## config.mk

```make
export PLATFORM = sky130hd
export DESIGN_NAME = rtc_bcd_regs
export DESIGN_NICKNAME = d
export VERILOG_FILES = /design/src/rtl/rtc_pkg.sv /design/src/rtl/rtc_tick_edge.sv /design/src/rtl/rtc_calendar_core.sv /design/src/rtl/rtc_host_view.sv /design/src/rtl/rtc_bcd_regs.sv
export SDC_FILE = /design/constraint.sdc
export NUM_CORES = 1
export LEC_CHECK = 0
export ABC_AREA = 1
export ABC_CLOCK_PERIOD_IN_PS = 3400
export BUFFER_PORTS_ARGS = -buffer_cell sky130_fd_sc_hd__buf_2
export CAP_MARGIN = 0
export CORE_UTILIZATION = 55
export DETAILED_ROUTE_END_ITERATION = 8
export PLACE_DENSITY = 0.72
export SLEW_MARGIN = 40
export SYNTH_ARGS = -nofsm -noshare
export SYNTH_HDL_FRONTEND = slang
export SYNTH_HIERARCHICAL = 1
export SYNTH_SLANG_ARGS = --single-unit
```

## constraint.sdc

```tcl
create_clock -name clk -period 3.4 [get_ports clk]
set_input_delay 0.68 -clock clk [delete_from_list [all_inputs] [get_ports clk]]
set_output_delay 0.68 -clock clk [all_outputs]
set_load 0.02 [all_outputs]
```

## src/rtl/rtc_pkg.sv

```systemverilog
package rtc_pkg;

  localparam int DW = 8;

  localparam logic [3:0] A_SEC  = 4'h0;
  localparam logic [3:0] A_MIN  = 4'h1;
  localparam logic [3:0] A_HR   = 4'h2;
  localparam logic [3:0] A_DOW  = 4'h3;
  localparam logic [3:0] A_DATE = 4'h4;
  localparam logic [3:0] A_MON  = 4'h5;
  localparam logic [3:0] A_YR   = 4'h6;
  localparam logic [3:0] A_CEN  = 4'h7;
  localparam logic [3:0] A_CTLA = 4'hE;
  localparam logic [3:0] A_CTLB = 4'hF;

  localparam int TE_BIT = 7;

  typedef struct packed {
    logic [7:0] cen;
    logic [7:0] yr;
    logic [4:0] mon;
    logic [5:0] date;
    logic [2:0] dow;
    logic [5:0] hr;
    logic [6:0] min;
    logic [6:0] sec;
  } rtc_time_t;

  function automatic rtc_time_t reset_time(input logic [7:0] cen);
    rtc_time_t t;
    t      = '0;
    t.cen  = cen;
    t.mon  = 5'h01;
    t.date = 6'h01;
    t.dow  = 3'd1;
    return t;
  endfunction

  function automatic logic [7:0] bcd_next(input logic [7:0] v);
    logic [7:0] r;
    if (v[3:0] >= 4'd9) r = {v[7:4] + 4'd1, 4'd0};
    else                r = v + 8'd1;
    return r;
  endfunction

  function automatic logic [7:0] bcd2bin(input logic [7:0] v);
    return ({4'd0, v[7:4]} * 8'd10) + {4'd0, v[3:0]};
  endfunction

  function automatic logic leap_year(input logic [7:0] yr, input logic [7:0] cen);
    logic [7:0] yb;
    logic [7:0] cb;
    yb = bcd2bin(yr);
    cb = bcd2bin(cen);
    if (yb != 8'd0) return (yb[1:0] == 2'd0);
    return (cb[1:0] == 2'd0);
  endfunction

  function automatic logic [5:0] last_day(input logic [4:0] mon, input logic leap);
    logic [5:0] d;
    case (mon)
      5'h02:                      d = leap ? 6'h29 : 6'h28;
      5'h04, 5'h06, 5'h09, 5'h11: d = 6'h30;
      default:                    d = 6'h31;
    endcase
    return d;
  endfunction

endpackage

```

## src/rtl/rtc_tick_edge.sv

```systemverilog
module rtc_tick_edge (
  input  logic clk,
  input  logic rst,
  input  logic tick_in,
  output logic adv
);
  logic tick_q;

  always_ff @(posedge clk) begin
    if (rst) tick_q <= 1'b0;
    else     tick_q <= tick_in;
  end

  assign adv = tick_in & ~tick_q;

  // one advance per high level, never two in a row
  p_single_adv_r2: assert property (@(posedge clk) disable iff (rst)
    adv |=> !adv);
endmodule

```

## src/rtl/rtc_calendar_core.sv

```systemverilog
module rtc_calendar_core
  import rtc_pkg::*;
#(
  parameter logic [7:0] RST_CENTURY = 8'h20
) (
  input  logic      clk,
  input  logic      rst,
  input  logic      adv,
  input  logic      load,
  input  rtc_time_t load_val,
  output rtc_time_t now
);
  rtc_time_t cur;
  rtc_time_t nxt;

  logic c_s, c_m, c_h, c_d, c_mo, c_y;
  logic [7:0] s_inc, m_inc, h_inc, d_inc, mo_inc, y_inc, c_inc;
  logic [5:0] mday;

  assign s_inc  = bcd_next({1'b0, cur.sec});
  assign m_inc  = bcd_next({1'b0, cur.min});
  assign h_inc  = bcd_next({2'b0, cur.hr});
  assign d_inc  = bcd_next({2'b0, cur.date});
  assign mo_inc = bcd_next({3'b0, cur.mon});
  assign y_inc  = bcd_next(cur.yr);
  assign c_inc  = bcd_next(cur.cen);
  assign mday   = last_day(cur.mon, leap_year(cur.yr, cur.cen));

  assign c_s  = (cur.sec == 7'h59);
  assign c_m  = c_s & (cur.min == 7'h59);
  assign c_h  = c_m & (cur.hr == 6'h23);
  assign c_d  = c_h & (cur.date == mday);
  assign c_mo = c_d & (cur.mon == 5'h12);
  assign c_y  = c_mo & (cur.yr == 8'h99);

  always_comb begin
    nxt     = cur;
    nxt.sec = c_s ? 7'h00 : s_inc[6:0];
    if (c_s) nxt.min = (cur.min == 7'h59) ? 7'h00 : m_inc[6:0];
    if (c_m) nxt.hr  = (cur.hr == 6'h23) ? 6'h00 : h_inc[5:0];
    if (c_h) begin
      nxt.dow  = (cur.dow == 3'd7) ? 3'd1 : cur.dow + 3'd1;
      nxt.date = (cur.date == mday) ? 6'h01 : d_inc[5:0];
    end
    if (c_d)  nxt.mon = (cur.mon == 5'h12) ? 5'h01 : mo_inc[4:0];
    if (c_mo) nxt.yr  = (cur.yr == 8'h99) ? 8'h00 : y_inc;
    if (c_y)  nxt.cen = (cur.cen == 8'h99) ? 8'h00 : c_inc;
  end

  always_ff @(posedge clk) begin
    if (rst)       cur <= reset_time(RST_CENTURY);
    else if (load) cur <= load_val;
    else if (adv)  cur <= nxt;
  end

  assign now = cur;

  p_idle_hold_r2: assert property (@(posedge clk) disable iff (rst)
    (!adv && !load) |=> $stable(cur));
  p_sec_wrap_r3: assert property (@(posedge clk) disable iff (rst)
    (adv && !load && cur.sec == 7'h59) |=> (cur.sec == 7'h00));
  p_year_wrap_r5: assert property (@(posedge clk) disable iff (rst)
    (adv && !load && c_mo && cur.yr == 8'h99) |=> (cur.yr == 8'h00));
  p_dow_wrap_r6: assert property (@(posedge clk) disable iff (rst)
    (adv && !load && c_h && cur.dow == 3'd7) |=> (cur.dow == 3'd1));
  p_load_wins_r8: assert property (@(posedge clk) disable iff (rst)
    load |=> (cur == $past(load_val)));
endmodule

```

## src/rtl/rtc_host_view.sv

```systemverilog
module rtc_host_view
  import rtc_pkg::*;
#(
  parameter int         ADDR_W      = 4,
  parameter logic [7:0] RST_CENTURY = 8'h20
) (
  input  logic              clk,
  input  logic              rst,
  input  logic [ADDR_W-1:0] addr,
  input  logic [DW-1:0]     wdata,
  input  logic              we,
  input  rtc_time_t         live,
  output logic [DW-1:0]     rdata,
  output logic              load,
  output rtc_time_t         load_val
);
  rtc_time_t  sh;
  logic [2:0] mon_ctl;
  logic [7:0] ctla;
  logic [6:0] ctlb_rest;
  logic       te;
  logic       dirty;

  function automatic logic hit(input logic [ADDR_W-1:0] a, input logic [3:0] r);
    return (a == ADDR_W'(r));
  endfunction

  logic is_time, wr_time, wr_ctlb;
  assign is_time = (addr < ADDR_W'(8));
  assign wr_time = we & ~te & is_time;
  assign wr_ctlb = we & hit(addr, A_CTLB);
  assign load    = wr_ctlb & wdata[TE_BIT] & ~te & dirty;
  assign load_val = sh;

  always_ff @(posedge clk) begin
    if (rst) begin
      sh        <= reset_time(RST_CENTURY);
      mon_ctl   <= '0;
      ctla      <= '0;
      ctlb_rest <= '0;
      te        <= 1'b1;
      dirty     <= 1'b0;
    end else begin
      if (te) sh <= live;
      else if (wr_time) begin
        if (hit(addr, A_SEC))  sh.sec  <= wdata[6:0];
        if (hit(addr, A_MIN))  sh.min  <= wdata[6:0];
        if (hit(addr, A_HR))   sh.hr   <= wdata[5:0];
        if (hit(addr, A_DOW))  sh.dow  <= wdata[2:0];
        if (hit(addr, A_DATE)) sh.date <= wdata[5:0];
        if (hit(addr, A_MON))  sh.mon  <= wdata[4:0];
        if (hit(addr, A_YR))   sh.yr   <= wdata;
        if (hit(addr, A_CEN))  sh.cen  <= wdata;
      end
      if (we && hit(addr, A_MON))  mon_ctl <= wdata[7:5];
      if (we && hit(addr, A_CTLA)) ctla    <= wdata;
      if (wr_ctlb) begin
        te        <= wdata[TE_BIT];
        ctlb_rest <= wdata[6:0];
      end
      if (wr_time)                          dirty <= 1'b1;
      else if (wr_ctlb && wdata[TE_BIT])    dirty <= 1'b0;
    end
  end

  always_ff @(posedge clk) begin
    if (rst) rdata <= '0;
    else if (hit(addr, A_SEC))  rdata <= {1'b0, sh.sec};
    else if (hit(addr, A_MIN))  rdata <= {1'b0, sh.min};
    else if (hit(addr, A_HR))   rdata <= {2'b0, sh.hr};
    else if (hit(addr, A_DOW))  rdata <= {5'b0, sh.dow};
    else if (hit(addr, A_DATE)) rdata <= {2'b0, sh.date};
    else if (hit(addr, A_MON))  rdata <= {mon_ctl, sh.mon};
    else if (hit(addr, A_YR))   rdata <= sh.yr;
    else if (hit(addr, A_CEN))  rdata <= sh.cen;
    else if (hit(addr, A_CTLA)) rdata <= ctla;
    else if (hit(addr, A_CTLB)) rdata <= {te, ctlb_rest};
    else                        rdata <= '0;
  end

  p_freeze_hold_r7: assert property (@(posedge clk) disable iff (rst)
    (!te && !we) |=> $stable(sh));
  p_load_resumes_r8: assert property (@(posedge clk) disable iff (rst)
    load |=> te);
  p_monctl_r10: assert property (@(posedge clk) disable iff (rst)
    (we && hit(addr, A_MON)) |=> (mon_ctl == $past(wdata[7:5])));
  p_unused_zero_r11: assert property (@(posedge clk) disable iff (rst)
    (!is_time && !hit(addr, A_CTLA) && !hit(addr, A_CTLB)) |=> (rdata == 8'h00));
endmodule

```

## src/rtl/rtc_bcd_regs.sv

```systemverilog
module rtc_bcd_regs
  import rtc_pkg::*;
#(
  parameter int         ADDR_W      = 4,
  parameter logic [7:0] RST_CENTURY = 8'h20
) (
  input  logic              clk,
  input  logic              rst,
  input  logic              tick_pps,
  input  logic [ADDR_W-1:0] bus_addr,
  input  logic [7:0]        bus_wdata,
  input  logic              bus_we,
  output logic [7:0]        bus_rdata
);
  logic      adv;
  logic      load;
  rtc_time_t live;
  rtc_time_t load_val;

  rtc_tick_edge u_edge (
    .clk(clk), .rst(rst), .tick_in(tick_pps), .adv(adv)
  );

  rtc_calendar_core #(.RST_CENTURY(RST_CENTURY)) u_core (
    .clk(clk), .rst(rst), .adv(adv), .load(load),
    .load_val(load_val), .now(live)
  );

  rtc_host_view #(.ADDR_W(ADDR_W), .RST_CENTURY(RST_CENTURY)) u_view (
    .clk(clk), .rst(rst), .addr(bus_addr), .wdata(bus_wdata), .we(bus_we),
    .live(live), .rdata(bus_rdata), .load(load), .load_val(load_val)
  );
endmodule

```

# Word level (Yosys, flattened, before mapping)
# Cells that the tools add are included.
# classes
n_addsub,17
mul,2
magnitude_cmp,8
n_eq_ne,22
n_mux,50
n_bitwise,14
reduce_logical,40
# ops
op,n
$mux 50,4
$mux 8,13
$mux 7,12
$mux 6,7
$reduce_bool 2->1,17
$ge 4x4->1 const B,7
$reduce_and 2->1,14
$mux 5,4
$add 8x1->8 const B,2
$eq 4x3->1 const B,4
$eq 8x8->1 const B,2
$add 7x1->7 const B,2
$eq 7x7->1 const B,2
$add 6x1->6 const B,2
$and 1x1->1,12
$pmux 6 s2,1
$eq 5x3->1 const B,2
$eq 5x5->1 const B,2
$add 3x1->3 const B,3
$mux 9,1
$add 4x1->4 const B,2
$add 8x4->8,1
$eq 4x2->1 const B,2
$eq 4x4->1 const B,2
other kinds (22),33
# word_totals
reg_bits,129
in_bits,16
out_inout_bits,8
elab_cells,177

# Longest topological paths before layout
# logic_depth
word_depth,14
depth_mapped,21
depth_no_buf,20

# Cells and area by module
# The synthesis kept the hierarchy.
# modules_own_cells
mod,n_inst,cells_each,area_per_inst_um2,seq_area_each_um2
rtc_calendar_core,1,563,3862.5,1001.0
rtc_host_view,1,525,3631.0,1561.5
rtc_tick_edge,1,4,31.3,20.0

# Worst setup path after synthesis
# Ideal clock, no wire load.
# synth_timing
path_kind,register to register
start,"register u_core.cur, in the netlist u_core/now[41]"
end,"register u_core.cur, in the netlist u_core/now[44]"
setup_time_ns,0.113
arrival_ns,2.389
t_required_ns,3.287
slack_ns,0.898
stages_incl_launch_ff,21
path_buffers,1
synth_period_minus_slack_ns,2.502
cell_sequence,dfxtp_1 > ha_1 > ha_1 > fa_1 > inv_1 > nand2_1 > nand2_2 > nand2_1 > nand3_1 > nand2_1 > nand3_1 > nand2_1 > nand2_2 > nand2_1 > nand2_2 > nand4_4 > nand2_4 > nand3_4 > buf_6 > nor2_1 > nor2_1
# synth_between
elab_chain_cells,13
word_cells_on_any_way,14
cone_classes,add/sub (1); mul (1); eq/ne (2); mux (4); bitwise (3); reduce/logical (3)
# synth_lines
item,line,text
"start, declared",rtc_calendar_core.sv:13,rtc_time_t cur;
"start signal, assigned",rtc_calendar_core.sv:51,if (rst) cur <= reset_time(RST_CENTURY);
"start signal, assigned",rtc_calendar_core.sv:52,else if (load) cur <= load_val;
"start signal, assigned",rtc_calendar_core.sv:53,else if (adv) cur <= nxt;
$mul 4x3->7,rtc_pkg.sv:47,"return ({4'd0, v[7:4]} * 8'd10) + {4'd0, v[3:0]};"
$add 8x4->8,rtc_pkg.sv:47,
$reduce_bool 8->1,rtc_pkg.sv:55,if (yb != 8'd0) return (yb[1:0] == 2'd0);
$mux 1,rtc_pkg.sv:55,
$mux 1,rtc_pkg.sv:56,return (cb[1:0] == 2'd0);
$mux 1,rtc_pkg.sv:62,5'h02: d = leap ? 6'h29 : 6'h28;
$pmux 6 s2,rtc_pkg.sv:61,case (mon)
$eq 6x6->1,rtc_calendar_core.sv:32,assign c_d = c_h & (cur.date == mday);
$and 1x1->1,rtc_calendar_core.sv:32,
$and 1x1->1,rtc_calendar_core.sv:33,assign c_mo = c_d & (cur.mon == 5'h12);
$and 1x1->1 *,rtc_calendar_core.sv:34,assign c_y = c_mo & (cur.yr == 8'h99);
$reduce_bool 2->1 (no line) *,-,
$reduce_and 2->1 (no line) *,-,
# Every way passes the cells marked *; elsewhere a longest branch is shown, timed or not.
# A chain may end at the register's enable or synchronous reset.

# Final worst setup path
# layout_timing
start,"register u_core.cur, in the netlist u_core/now[41]"
end,"register u_core.cur, in the netlist u_core/now[40]"
# layout_between
elab_chain_cells,12
word_cells_on_any_way,17
cone_classes,add/sub (1); mul (1); eq/ne (2); mux (8); bitwise (2); reduce/logical (3)
# layout_lines
item,line
$mul 4x3->7,rtc_pkg.sv:47
$add 8x4->8,rtc_pkg.sv:47
$reduce_bool 8->1,rtc_pkg.sv:55
$mux 1,rtc_pkg.sv:55
$mux 1,rtc_pkg.sv:56
$mux 1,rtc_pkg.sv:62
$pmux 6 s2,rtc_pkg.sv:61
$eq 6x6->1,rtc_calendar_core.sv:32
$and 1x1->1,rtc_calendar_core.sv:32
$and 1x1->1,rtc_calendar_core.sv:33
$reduce_bool 2->1 (no line),-
$reduce_and 2->1 (no line),-
# Parallel ways exist; a longest one is shown, timed or not. The select of a mux whose other input is x is not followed.

==> results.ini <==
[outcome]
status=complete, no violations

[power]
worst_ir_drop_vdd_uv=350.2
power.density_mw_per_mm2=436.3
fin_total_pwr_w=0.003672
leakagePower_nw=3.412

[routing]
drt_drc_violations_left=0
initial_detailed_routing_violation_count=902
avgRoutedWirePerCell_um=16.18
finalWirelength_mm=20.96
detail_route.vias_per_cell=5.785
route.antenna.remaining_nets=0
routed_via_count=7492
drt_pass1_iterations=6

[timing]
number_of_endpoints_with_negative_hold_slack_in_the_final_report=0
worst_pin_slew_ps=767.1
worst_clock_skew_ps=8.421
tns_ps=0
period_needed_ps=2989
final-setup-viol-count=0
maximum_clock_rate_ghz=0.3346
rsz0062_at_grt=false
min_period_over_period_pct=87.91
slew_viol_final=0
normalized_max_slew_margin_pct=48.55

[finish]
final_net_count=1165
syn_to_final_growth_pct=11.86
drive_gt1_share_pct=10.28
antennaDiodeCount=0
post-route-cell-area_sq_mm=0.008417
commonest_non_fill_non_tap_cells_in_the_layout=nand2_1, dfxtp_1, inv_1
final_cell_count_no_fill=1295
fillerInstances=1199
leading_cell_type_in_the_layout_fill_and_taps_excluded=nand2_1
finalCoreUtilization_pct=63.31

[clock_tree]
cts_tree=yes
cts.hold.buffers_added=0
cts.sink_count=129
cts_repair_resize_count=0
clk_path_buf_depth=2
numCtsBuffers=17
number_of_buffers_inserted_by_post_cts_setup_repair=0
htreeDepth=4
cts_root_buffer=clkbuf_16
cts.reportedPaths.clkPinSlew_ps=60
clock_insertion_delay_at_the_later_pin_of_the_skew_report_ps=420

[synthesis]
synth.lib_cells_used.distinct=46
ys_seq_elements=129
fraction_of_synthesized_cell_area_taken_by_the_top_area_cell_type_pct=34.32
netlist.top_cell.by_area=dfxtp_1
synth.top_cells.by_area=dfxtp_1, nand2_1, ha_1
synth_seq_area_share_pct=34.32
mappedNetlistArea_sq_mm=0.007525
postSynthNetCount=1151
post_synthesis_average_cell_area_sq_um=6.891
post_synth_edffs=0
synthesis.instances=1092
synth-async-reset-ratio_pct=0
yosys_most_used_dff=dfxtp_1
yosys_warnings=6

[critical_path]
worst-path-max-fanout=15
r2r-end=u_core/now[40]
cp_common_cell=nand2_2
r2r_setup_slack_ps=410
critical-path-slowest-cell=dfxtp_1
rr_startpoint=u_core/now[41]
crit_path_max_incr_delay_ps=450
path_depth=19
worst-path-buf-inv=3
cp_top_family=simple AND/OR/NAND/NOR gates
end_kind=flip-flop
worst_ep_arrival_time_ps=3310
sequence_of_cells_on_the_critical_path=ha_1 > ha_1 > fa_1 > inv_1 > nand2_1 > nand2_2 > inv_1 > a21oi_2 > nand3_1 > nand2_1 > nand2_2 > nand2_1 > nand2_2 > nand4_4 > nand2_4 > nand2_2 > inv_1 > nor2_1 > nor2_1
start_kind=flip-flop
worst_ep_required_time_ps=3720
critical_path_class=flip-flop to flip-flop
reg2regPathDepth=19

[global_routing]
track_usage_pct=30.63
grt-ovfl-total=0
antenna_found_initial=0
global_route_wire_length_before_repair_mm=34.01
first_global_vias=6584
grt_start_max_net_pins=67

[floorplanning]
fp.coreArea_sq_mm=0.01330
rows=42
die_area_sq_mm=0.01415
design.portCount=24
initial_core_util_pct=56.60
die_x_um=119.0
floorplan.die.height_um=119.0

[placed_design]
port_buffers=23
dpl_cell_area_sq_mm=0.007775
detailedPlacementHpwl_mm=14.50
global_placement_routability_congestion=0.9305
dpl.cell_count=1263

[worst_hold_path]
hold_class=flip-flop to flip-flop
whs_endpoint=u_view/ctla[3]
min_from=u_view/ctla[3]
worstHoldPathCells=2

[run]
max_cap_violation_count=0

## sequential cells by signal (all words and copies together), names as in the netlist
register	cells
u_core/now	50
u_edge/tick_q	1
u_view/ctla	8
u_view/ctlb_rest	7
u_view/dirty	1
u_view/load_val	50
u_view/mon_ctl	3
u_view/rdata	8
u_view/te	1
## worst max-delay path by stage
stage,from,endpoint,slack (ps)
5_1_grt,u_core/now[39],u_core/now[35],130
3_3_place_gp,u_core/now[41],u_core/now[40],410
6_report,u_core/now[41],u_core/now[40],410
3_5_place_dp,bus_addr[1],u_core/now[22],410
2_1_floorplan,u_core/now[41],u_core/now[44],900
4_1_cts,u_core/now[41],u_core/now[40],410
## per-stage QoR
step	hold WS, ps	setup slack (ps)
after detailed placement	439.9	406.1
final	448.7	411.1
after global routing	464.2	125.5
after floorplan	423.9	898.4
after CTS	448.8	411.7
after global placement	438.1	413.5
## synth_stat cells, drive strengths merged (3+ instances only)
library cell and count:
o22ai 3, nand2 300, nor2 90, xor2 11, inv 138, a31oi 50, o31ai 4, nor3 8
dfxtp 129, o21ai 59, or2 5, a21oi 86, ha 41, a211oi 3, xnor2 4, a22oi 21
buf 9, nand4 20, o211ai 15, clkbuf 27, nand3 53
## worst reg2reg max path, cell delays in order (launching register included)
cell and delay [ps]:
dfxtp_1 450, ha_1 280, ha_1 220, fa_1 390, inv_1 60, nand2_1 60
nand2_2 80, inv_1 50, a21oi_2 120, nand3_1 110, nand2_1 140, nand2_2 70
nand2_1 80, nand2_2 70, nand4_4 90, nand2_4 130, nand2_2 220, inv_1 120
nor2_1 100, nor2_1 50
## power by group
| part | leakage [nW] | switching, W | internal (W) |
|---|---|---|---|
| logic | 2.07 | 0.000111 | 0.0000376 |
| clock network | 0.302 | 0.000694 | 0.00130 |
| registers | 1.04 | 0.00000764 | 0.00152 |
| total | 3.41 | 0.000812 | 0.00286 |
## layout make-up
cell class	instances	area, sq um	share of cell area [%]
Inverter	138	518.0	6.154
Clock inverter	14	212.7	2.527
Sequential cell	129	2584	30.70
Timing Repair Buffer	31	175.2	2.081
Tap cell	176	220.2	2.616
Multi-Input combinational cell	789	4278	50.83
Clock buffer	18	429.2	5.099
## routing by layer
metal | global-route usage (%) | vias to the layer above | share of wire, %
met5 | 0 | - | 0
met4 | 10.68 | 0 | 2.1
met1 | 44.89 | 3464 | 47
met2 | 44.15 | 326 | 42
met3 | 6.226 | 39 | 8.3
li1 | - | 3663 | -
## cells by family (layout without fill, tap and decap cells)
family | after synthesis | in the layout | share of synthesized area (%)
AO/OA/AOI/OAI | 251 | 251 | 19.59
XOR/XNOR | 15 | 15 | 1.746
adder cells (fa/ha/maj) | 43 | 43 | 7.350
buffers and inverters | 174 | 201 | 9.062
flip-flops | 129 | 129 | 34.32
AND/OR/NAND/NOR | 480 | 480 | 27.93
Power figures use the tool's default switching activity.
